===== config.mk =====
export PLATFORM = sky130hd
export DESIGN_NAME = mc8_core
export DESIGN_NICKNAME = d
export VERILOG_FILES = /design/src/rtl/mc8_pkg.sv /design/src/rtl/mc8_ram.sv /design/src/rtl/mc8_decode.sv /design/src/rtl/mc8_alu.sv /design/src/rtl/mc8_core.sv
export SDC_FILE = /design/constraint.sdc
export NUM_CORES = 2
export LEC_CHECK = 0
export BUFFER_PORTS_ARGS = -buffer_cell sky130_fd_sc_hd__clkbuf_2
export CORE_MARGIN = 3
export CORE_UTILIZATION = 38
export CTS_CLUSTER_DIAMETER = 60
export DETAILED_ROUTE_END_ITERATION = 16
export GPL_ROUTABILITY_DRIVEN = 1
export PLACE_DENSITY = 0.55
export SYNTH_ARGS = -nofsm -noshare
export SYNTH_HDL_FRONTEND = slang
export SYNTH_SLANG_ARGS = --single-unit

===== constraint.sdc =====
create_clock -name clk -period 47.1 [get_ports clk]
set_input_delay 0 -clock clk [delete_from_list [all_inputs] [get_ports clk]]
set_output_delay 0 -clock clk [all_outputs]
set_load 0.05 [all_outputs]

===== src/rtl/mc8_pkg.sv =====
package mc8_pkg;

    typedef enum logic [4:0] {
        OP_CALL, OP_JMP, OP_JEQ, OP_JLT, OP_RET,
        OP_PUSH, OP_POP, OP_OUT,
        OP_MOVI, OP_SUBI, OP_CMPI,
        OP_MOVR, OP_SUBR, OP_CMPR,
        OP_LDR, OP_STR, OP_TIM, OP_BAD
    } op_e;

    typedef enum logic [2:0] {
        ST_FETCH, ST_OPND, ST_EXEC, ST_WAIT, ST_HALT
    } state_e;

endpackage


===== src/rtl/mc8_ram.sv =====
module mc8_ram #(
    parameter int DW = 8,
    parameter int AW = 8
) (
    input  logic          clk,
    input  logic          we,
    input  logic [AW-1:0] addr,
    input  logic [DW-1:0] wdata,
    output logic [DW-1:0] rdata
);
    localparam int DEPTH = 1 << AW;

    logic [DW-1:0] mem_q [DEPTH];

    always_ff @(posedge clk) begin
        if (we) mem_q[addr] <= wdata;
    end

    assign rdata = mem_q[addr];

endmodule


===== src/rtl/mc8_decode.sv =====
module mc8_decode
    import mc8_pkg::*;
(
    input  logic [7:0] code,
    output op_e        op,
    output logic       two_byte,
    output logic [1:0] rd,
    output logic [1:0] rs
);
    always_comb begin
        op       = OP_BAD;
        two_byte = 1'b0;
        rd       = code[1:0];
        rs       = code[1:0];
        casez (code)
            8'h00:        begin op = OP_CALL; two_byte = 1'b1; end
            8'h40:        begin op = OP_JMP;  two_byte = 1'b1; end
            8'h20:        begin op = OP_JEQ;  two_byte = 1'b1; end
            8'hC0:        begin op = OP_JLT;  two_byte = 1'b1; end
            8'h80:        op = OP_RET;
            8'hF8:        begin op = OP_TIM;  two_byte = 1'b1; end
            8'b101000??:  op = OP_PUSH;
            8'b011000??:  op = OP_POP;
            8'b111100??:  op = OP_OUT;
            8'b111000??:  begin op = OP_MOVI; two_byte = 1'b1; end
            8'b000100??:  begin op = OP_SUBI; two_byte = 1'b1; end
            8'b100100??:  begin op = OP_CMPI; two_byte = 1'b1; end
            8'b0101????:  begin op = OP_MOVR; rd = code[3:2]; end
            8'b1101????:  begin op = OP_SUBR; rd = code[3:2]; end
            8'b0011????:  begin op = OP_CMPR; rd = code[3:2]; end
            8'b1011????:  begin op = OP_LDR;  rd = code[3:2]; two_byte = 1'b1; end
            8'b0111????:  begin op = OP_STR;  rd = code[3:2]; two_byte = 1'b1; end
            default:      op = OP_BAD;
        endcase
    end

endmodule


===== src/rtl/mc8_alu.sv =====
module mc8_alu #(
    parameter int DW = 8
) (
    input  logic [DW-1:0] a,
    input  logic [DW-1:0] b,
    output logic [DW-1:0] diff,
    output logic          lt,
    output logic          eq
);
    always_comb begin
        diff = a - b;
        lt   = (a < b);
        eq   = (a == b);
    end

endmodule


===== src/rtl/mc8_core.sv =====
module mc8_core
    import mc8_pkg::*;
#(
    parameter int DW    = 8,
    parameter int NREG  = 4,
    parameter int CNT_W = 32
) (
    input  logic             clk,
    input  logic             rst_n,
    input  logic             load_en,
    input  logic [DW-1:0]    load_addr,
    input  logic [DW-1:0]    load_data,
    input  logic             tmr_done,
    output logic [DW-1:0]    out_data,
    output logic             out_valid,
    output logic             halted,
    output logic [CNT_W-1:0] cycle_count,
    output logic             tmr_start,
    output logic [DW-1:0]    tmr_value
);
    localparam int          AW     = DW;
    localparam logic [AW-1:0] SP_TOP = {AW{1'b1}};

    typedef struct packed {
        state_e                    st;
        logic [AW-1:0]             pc;
        logic [AW-1:0]             sp;
        logic [NREG-1:0][DW-1:0]   regs;
        logic                      lt;
        logic                      eq;
        logic [DW-1:0]             ir;
        logic [DW-1:0]             opnd;
        logic [CNT_W-1:0]          cnt;
        logic                      ov;
        logic [DW-1:0]             od;
    } core_t;

    core_t q, d;

    // memory port
    logic          mem_we, core_we;
    logic [AW-1:0] mem_addr, core_addr;
    logic [DW-1:0] mem_wdata, core_wdata, mem_rdata;

    // decode and alu
    logic [DW-1:0] dec_in;
    op_e           dec_op;
    logic          dec_two;
    logic [1:0]    dec_rd, dec_rs;
    logic [DW-1:0] alu_a, alu_b, alu_diff;
    logic          alu_lt, alu_eq;
    logic [1:0]    cost;

    assign mem_we    = rst_n ? core_we    : load_en;
    assign mem_addr  = rst_n ? core_addr  : load_addr;
    assign mem_wdata = rst_n ? core_wdata : load_data;

    mc8_ram #(.DW(DW), .AW(AW)) u_ram (
        .clk   (clk),
        .we    (mem_we),
        .addr  (mem_addr),
        .wdata (mem_wdata),
        .rdata (mem_rdata)
    );

    assign dec_in = (q.st == ST_FETCH) ? mem_rdata : q.ir;

    mc8_decode u_dec (
        .code     (dec_in),
        .op       (dec_op),
        .two_byte (dec_two),
        .rd       (dec_rd),
        .rs       (dec_rs)
    );

    assign alu_a = q.regs[dec_rd];
    assign alu_b = dec_two ? q.opnd : q.regs[dec_rs];

    mc8_alu #(.DW(DW)) u_alu (
        .a    (alu_a),
        .b    (alu_b),
        .diff (alu_diff),
        .lt   (alu_lt),
        .eq   (alu_eq)
    );

    always_comb begin
        d          = q;
        d.ov       = 1'b0;
        core_we    = 1'b0;
        core_addr  = q.pc;
        core_wdata = '0;
        cost       = 2'd0;
        unique case (q.st)
            ST_FETCH: begin
                d.ir = mem_rdata;
                d.pc = q.pc + 1'b1;
                if (dec_op == OP_BAD) begin
                    d.st = ST_HALT;
                    cost = 2'd1;
                end else if (dec_two) begin
                    d.st = ST_OPND;
                end else begin
                    d.st = ST_EXEC;
                end
            end
            ST_OPND: begin
                d.opnd = mem_rdata;
                d.pc   = q.pc + 1'b1;
                d.st   = ST_EXEC;
            end
            ST_EXEC: begin
                d.st = ST_FETCH;
                if (dec_op == OP_LDR || dec_op == OP_STR) cost = 2'd3;
                else if (dec_two)                          cost = 2'd2;
                else                                       cost = 2'd1;
                case (dec_op)
                    OP_CALL: begin
                        core_addr  = q.sp;
                        core_we    = 1'b1;
                        core_wdata = q.pc;
                        d.sp       = q.sp - 1'b1;
                        d.pc       = q.opnd;
                    end
                    OP_JMP: d.pc = q.opnd;
                    OP_JEQ: if (q.eq) d.pc = q.opnd;
                    OP_JLT: if (q.lt) d.pc = q.opnd;
                    OP_RET: begin
                        if (q.sp == SP_TOP) begin
                            d.st = ST_HALT;
                        end else begin
                            core_addr = q.sp + 1'b1;
                            d.sp      = q.sp + 1'b1;
                            d.pc      = mem_rdata;
                        end
                    end
                    OP_PUSH: begin
                        core_addr  = q.sp;
                        core_we    = 1'b1;
                        core_wdata = q.regs[dec_rd];
                        d.sp       = q.sp - 1'b1;
                    end
                    OP_POP: begin
                        if (q.sp == SP_TOP) begin
                            d.regs[dec_rd] = '0;
                        end else begin
                            core_addr      = q.sp + 1'b1;
                            d.sp           = q.sp + 1'b1;
                            d.regs[dec_rd] = mem_rdata;
                        end
                    end
                    OP_OUT: begin
                        d.ov = 1'b1;
                        d.od = q.regs[dec_rd];
                    end
                    OP_MOVI: d.regs[dec_rd] = q.opnd;
                    OP_MOVR: d.regs[dec_rd] = q.regs[dec_rs];
                    OP_SUBI, OP_SUBR: d.regs[dec_rd] = alu_diff;
                    OP_CMPI, OP_CMPR: begin
                        d.lt = alu_lt;
                        d.eq = alu_eq;
                    end
                    OP_LDR: begin
                        core_addr      = q.opnd + q.regs[dec_rs];
                        d.regs[dec_rd] = mem_rdata;
                    end
                    OP_STR: begin
                        core_addr  = q.opnd + q.regs[dec_rs];
                        core_we    = 1'b1;
                        core_wdata = q.regs[dec_rd];
                    end
                    OP_TIM:  d.st = ST_WAIT;
                    default: d.st = ST_HALT;
                endcase
            end
            ST_WAIT: begin
                if (tmr_done) d.st = ST_FETCH;
            end
            default: d.st = ST_HALT;
        endcase
        d.cnt = q.cnt + CNT_W'(cost);
    end

    always_ff @(posedge clk or negedge rst_n) begin
        if (!rst_n) begin
            q.st   <= ST_FETCH;
            q.pc   <= '0;
            q.sp   <= SP_TOP;
            q.regs <= '0;
            q.lt   <= 1'b0;
            q.eq   <= 1'b0;
            q.ir   <= '0;
            q.opnd <= '0;
            q.cnt  <= '0;
            q.ov   <= 1'b0;
            q.od   <= '0;
        end else begin
            q <= d;
        end
    end

    assign out_data    = q.od;
    assign out_valid   = q.ov;
    assign halted      = (q.st == ST_HALT);
    assign cycle_count = q.cnt;
    assign tmr_start   = (q.st == ST_WAIT);
    assign tmr_value   = q.opnd;


    out_pulse_chk: assert property (@(posedge clk) disable iff (!rst_n)
        out_valid |=> !out_valid);


    halt_sticky_chk: assert property (@(posedge clk) disable iff (!rst_n)
        halted |=> (halted && !out_valid && $stable(cycle_count)));


    tmr_hold_chk: assert property (@(posedge clk) disable iff (!rst_n)
        (tmr_start && !tmr_done) |=> (tmr_start && $stable(tmr_value)));


    cnt_step_chk: assert property (@(posedge clk) disable iff (!rst_n)
        1'b1 |=> ((cycle_count - $past(cycle_count)) <= CNT_W'(3)));


    empty_pop_chk: assert property (@(posedge clk) disable iff (!rst_n)
        (q.st == ST_EXEC && dec_op == OP_POP && q.sp == SP_TOP) |=> (q.sp == SP_TOP));


    bad_op_chk: assert property (@(posedge clk) disable iff (!rst_n)
        (q.st == ST_FETCH && dec_op == OP_BAD) |=> halted);

endmodule


* Yosys cells after proc, flatten, opt, wreduce, memory -nomap -nowiden *
Memory sizes are Yosys's and may differ from the RTL's.
Cells that the tools add are included.

storage, ports and cells
  register bits = 110
  bits in writable memories = 2048
  input bits = 20
  output and inout bits = 51
  logic and storage cells = 146
  memories kept = 1

operators by class
  add/sub/neg operators = 6
  $lt $le $gt $ge = 4
  eq/ne operators = 46
  multiplexer cells = 48
  bitwise gates (word level) = 2
  reduce and logical (&&, ||, !) cells = 25

memory list
  name         words  width  read ports  clocked after memory_dff  write ports  line           text
  u_ram.mem_q  256    8      1           0                         1            mc8_ram.sv:13  logic [DW-1:0] mem_q [DEPTH];

operator list
  operator                                        count
  one-hot mux 32 bit (5 select lines)             1
  bitwise mux 32 bit                              4
  2-to-1 mux 8 bit                                13
  one-hot mux 5 bit (17 select lines)             1
  one-hot mux 8 bit (3 select lines)              2
  == test 5 x 4 -> 1 bit (second input constant)  8
  adder 32 x 2 -> 32 bit                          1
  AND 32 bit                                      1
  binary-select mux 8 bit (select 2 bit)          2
  == test 8 bit (second input constant)           4
  2-to-1 mux 32 bit                               1
  inverter 32 bit                                 1
  one-hot mux 8 bit (2 select lines)              2
  one-hot mux 8 bit (4 select lines)              1
  == test 6 bit (second input constant)           4
  == test 5 x 3 -> 1 bit (second input constant)  4
  2-to-1 mux 9 bit                                2
  adder 8 x 1 -> 8 bit (second input constant)    2
  demux 8 bit (select 2 bit)                      1
  2-to-1 mux 16 bit                               1
  OR reduction 2 bit                              8
  OR reduction 15 bit                             1
  one-hot mux 3 bit (4 select lines)              1
  == test 5 x 2 -> 1 bit (second input constant)  2
  41 further kinds                                63

* Cells and area by module *
A second synthesis with hierarchy kept.

second synthesis, totals
  cells, all modules = 4354
  area total of the unflattened synthesis = 86262.7 µm²

by module, submodules not included
  module      times used  cells an instance  area each (µm²)  seq. area each (µm²)
  mc8_ram     1           3539               78332.6          61499.0
  mc8_core    1           687                7098.1           2762.6
  mc8_decode  1           73                 439.2            0.0
  mc8_alu     1           55                 392.9            0.0

* Worst setup path after synthesis *
Ideal clock, no wire load.

  path type = flip-flop to flip-flop
  start = register q[109] (netlist name)
  end = memory u_ram.mem_q[0][1], data pin
  library setup time = 1.584 ns
  arrival time = 26.422 ns
  required time = 45.516 ns
  path slack = 19.094 ns
  cell stages (with the launch flop) = 109
  path buffers = 31
  path through = dfrtp_1 buf_4 nor2_1 nand2_1 buf_4 a22o_2 nand2_1 nand2_1 buf_6 buf_12 buf_12 buf_12 mux4_2 a22oi_1 a21oi_1 o21ai_0 a211oi_1 a221oi_1 (+73 left out) a22oi_1 o21ai_0 a22oi_1 o21ai_1 clkbuf_1 clkbuf_1 and2b_1 and3_1 or4_4 a31oi_4 inv_2 o21ai_0 a31oi_1 o21ai_0 buf_1 mux4_2 a22oi_1 o22ai_1

RTL lines
  element          line            text
  start, declared  mc8_core.sv:38  core_t q, d;
  end, declared    mc8_ram.sv:13

==> results.yml <==
routing:
  ant_nets: 0
  drcViolationCount: 0
  wl_per_cell_um: 31.9
  route.vias.total: 48400
  wirelength_um: 266000
  first_pass_iters: 6
  drt-initial-drc-count: 5830
  viasPerCell: 5.81
sta:
  setup_tns_ns: 0
  holdWs_ns: 0.0365
  fmax_mhz: 35.8
  clock_skew_ns: 0.0390
  slew_headroom: 0.0426
  finalMaxSlewViolations: 0
  layout_min_cycle_time_ns: 27.91
  setup_violations: 0
  grt_setup_unrepaired: "false"
  worst_pin_slew_ns: 1.41
  fin_crit_sh: 0.592
  finalHoldViolations: 0
worst_setup_path:
  crit_path_start_kind: "register"
  slowest_delay_ns: 1.00
  reg2reg_from: "q[107]$_DFFE_PN0P_"
  endpoint_kind: "register"
  crit_fanout: 39
  cp_slowest_cell: "a2111oi_0"
  crit_path_start: "q[107]$_DFFE_PN0P_"
  cp.arrival_ns: 28.38
  worstSetupPathType: "reg -> reg"
  path_common_cell: "buf_4"
  cp_data_required_time_ns: 47.58
floorplanning:
  pin_count: 71
  dieWidth_um: 488
  num_rows: 176
  core_um2: 231000
  start_util: 0.383
  die_area_um2: 238000
  die_y_um: 488
min_path:
  min_path_type: "in -> reg"
  holdCritStartpoint: "load_data[5]"
logic_synthesis:
  ys_warn_count: 349
  syn_nets: 4785
  ys.flop_type: "edfxtp_1"
  syn_avg_cell_area_um2: 18.6
  ys_seq_area_frac: 0.727
  async_flop_share: 0.0510
  yosysTopAreaCellShare: 0.696
  synth_top_area_cell: "edfxtp_1"
  synth_edf_count: 2048
  synth-seq-cells: 2158
  synthCells: 4742
  syn-cell-area_um2: 88300
  yosys.cell_types.count: 110
  yosys-top-cells-area: "edfxtp_1 (70%), mux4_2 (9.8%), mux2i_1 (4.0%), dfrtp_1 (2.9%), a22oi_1 (1.6%)"
cts:
  cts_tree: "yes"
  clk_latency_ns: 0.87
  cts-root-buf: "clkbuf_16"
  clkTransAtPathRegs_ns: 0.06
  clockBufferDepth: 3
  cts_buffers: 222
  cts_sinks: 2158
  htree_levels: 4
global_route:
  met1_usage: 0.310
  grt_max_degree: 189
  antenna_found_initial: 3
  grt_pass1_wl_um: 376000
  grtUsageMet3: 0.0475
  busiest_layer: "met2"
  first_global_vias: 48200
  grt-ovfl-total: 0
  grt_use_met2: 0.346
  grt_usage: 0.222
job:
  drv_cap: 0
power:
  peakVddDrop_mv: 0.0421
  power_density_nw_per_um2: 49.7
  swShare: 0.296
  p_seq_frac: 0.422
  p_leak_nw: 33.7
  p_int_mw: 3.54
  switching_power_mw: 1.48
  clkPwrFrac: 0.346
  combPwrFrac: 0.232
cells_and_area:
  area_delta_synth_final_pct: 14.4
  fin_util: 0.438
  drive_gt1_frac: 0.250
  fin_nets: 5160
placed_design:
  dp_hpwl_um: 175000
  gp_congestion: 0.951
  port_buffers: 70
outcome:
  outcome: "complete, no violations"
## per-layer routing
layer | up-vias | wire length (um)
met3 | 446 | 22300
met1 | 25600 | 110000
met4 | 2 | 9730
li1 | 20000 | -
met5 | - | 14
met2 | 2382 | 124000
## kinds of logic after synthesis
logic type,Yosys count,synth area share
buffers and inverters,376,0.0280
AOI/OAI and AO/OA,540,0.0452
DFF,2158,0.727
adders and majority gates,23,0.00351
and+or+nand+nor,784,0.0418
xor gates and xnor gates,54,0.00535
muxes,807,0.149
## power groups by stage
stage	Sequential, mW	Combinational, mW	Clock [mW]
floorplan	2.17	0.643	0
global placement	2.16	1.13	0
detailed placement	2.16	1.16	0
CTS	2.12	1.16	1.77
global route	2.12	1.21	1.84
finish	2.12	1.16	1.74
## cell usage after synthesis, types with 17 or more instances
master,instances
buf_2,65
nor2b_1,31
inv_1,41
edfxtp_1,2048
a211oi_1,19
nor2_1,345
nand2_1,134
dfrtp_1,102
buf_8,19
a21oi_1,73
buf_6,48
xnor2_1,34
a22oi_1,186
mux4_2,385
and2_1,17
buf_4,78
ha_1,20
and3_1,34
o21ai_0,46
nand3_1,83
xor2_1,20
nor3_1,35
buf_1,18
mux2i_1,357
mux2_2,53
o22ai_1,35
clkbuf_1,94
## sequential cells by signal (all words and copies together), names as in the netlist
| signal | count |
|---|---|
| cycle_count | 32 |
| tmr_value | 8 |
| out_valid | 1 |
| out_data | 8 |
| q | 61 |
| u_ram.mem_q | 2048 |
## critical path: cells and delay by family, from the launching register on
family / cells / cell delay (ns)
buffers and inverters: 27 / 6.60
XOR/XNOR: 2 / 0.40
adder cells (fa/ha/maj): 3 / 1.08
multiplexers: 7 / 3.15
flip-flops: 1 / 0.38
AO/OA/AOI/OAI: 41 / 10.46
AND/OR/NAND/NOR: 17 / 5.15
## cell type report
cell class	instances	area, um^2
diodes	3	7.51
clock buffers	269	5780
clock inverters	148	1400
fillers	19800	129000
inverters	45	169
multi-input cells	2208	21900
flip-flops and latches	2158	64300
well taps	3026	3790
repair buffers	482	3800
## what timing repair did
| item | CTS | global route |
|---|---|---|
| hold buffers | 9 | 0 |
| endpoints found under the hold margin | 183 | 0 |
| buffers inserted | 0 | 0 |
| resized for setup | 0 | 0 |
## final timing paths
kind	endpoint	slack (ns)	cells past startpoint
hold reg to reg	cycle_count[15]$_DFF_PN0_	0.48	1
setup reg to reg	u_ram.mem_q[200][5]$_DFFE_PP_	19.19	97
max in group asynchronous	cycle_count[31]$_DFF_PN0_	44.60	7
hold / removal	u_ram.mem_q[128][5]$_DFFE_PP_	0.04	4
setup / recovery	u_ram.mem_q[200][5]$_DFFE_PP_	19.19	97
min in group asynchronous	tmr_value[0]$_DFFE_PN0P_	0.51	5
## through the flow
step | setup WS (ns) | total power [mW] | cells | area [um^2]
floorplan | 19.09 | 2.81 | 4742 | 88300
global placement | 22.43 | 3.29 | 7905 | 93700
detailed placement | 19.55 | 3.32 | 7910 | 93800
CTS | 19.43 | 5.05 | 8336 | 101000
global route | 18.08 | 5.18 | 8336 | 101000
finish | 19.19 | 5.02 | 8339 | 101000
## placed cells by master (no fill, tap or decap), types with 17 or more instances in the layout
master / instances
a211oi_1: 19
a21oi_1: 73
a22oi_1: 186
and3_1: 34
buf_12: 23
buf_4: 376
bufinv_16: 17
clkbuf_1: 44
clkbuf_16: 224
clkbuf_2: 69
clkinv_1: 50
clkinv_2: 47
dfrtp_1: 102
edfxtp_1: 2048
ha_1: 20
inv_1: 40
mux2_2: 53
mux2i_1: 357
mux4_2: 385
nand2_1: 132
nand3_1: 83
nor2_1: 341
nor2b_1: 24
nor3_1: 35
o21ai_0: 42
o22ai_1: 27
xnor2_1: 34
xor2_1: 20
Note: power is estimated with default switching activity, not from simulation.
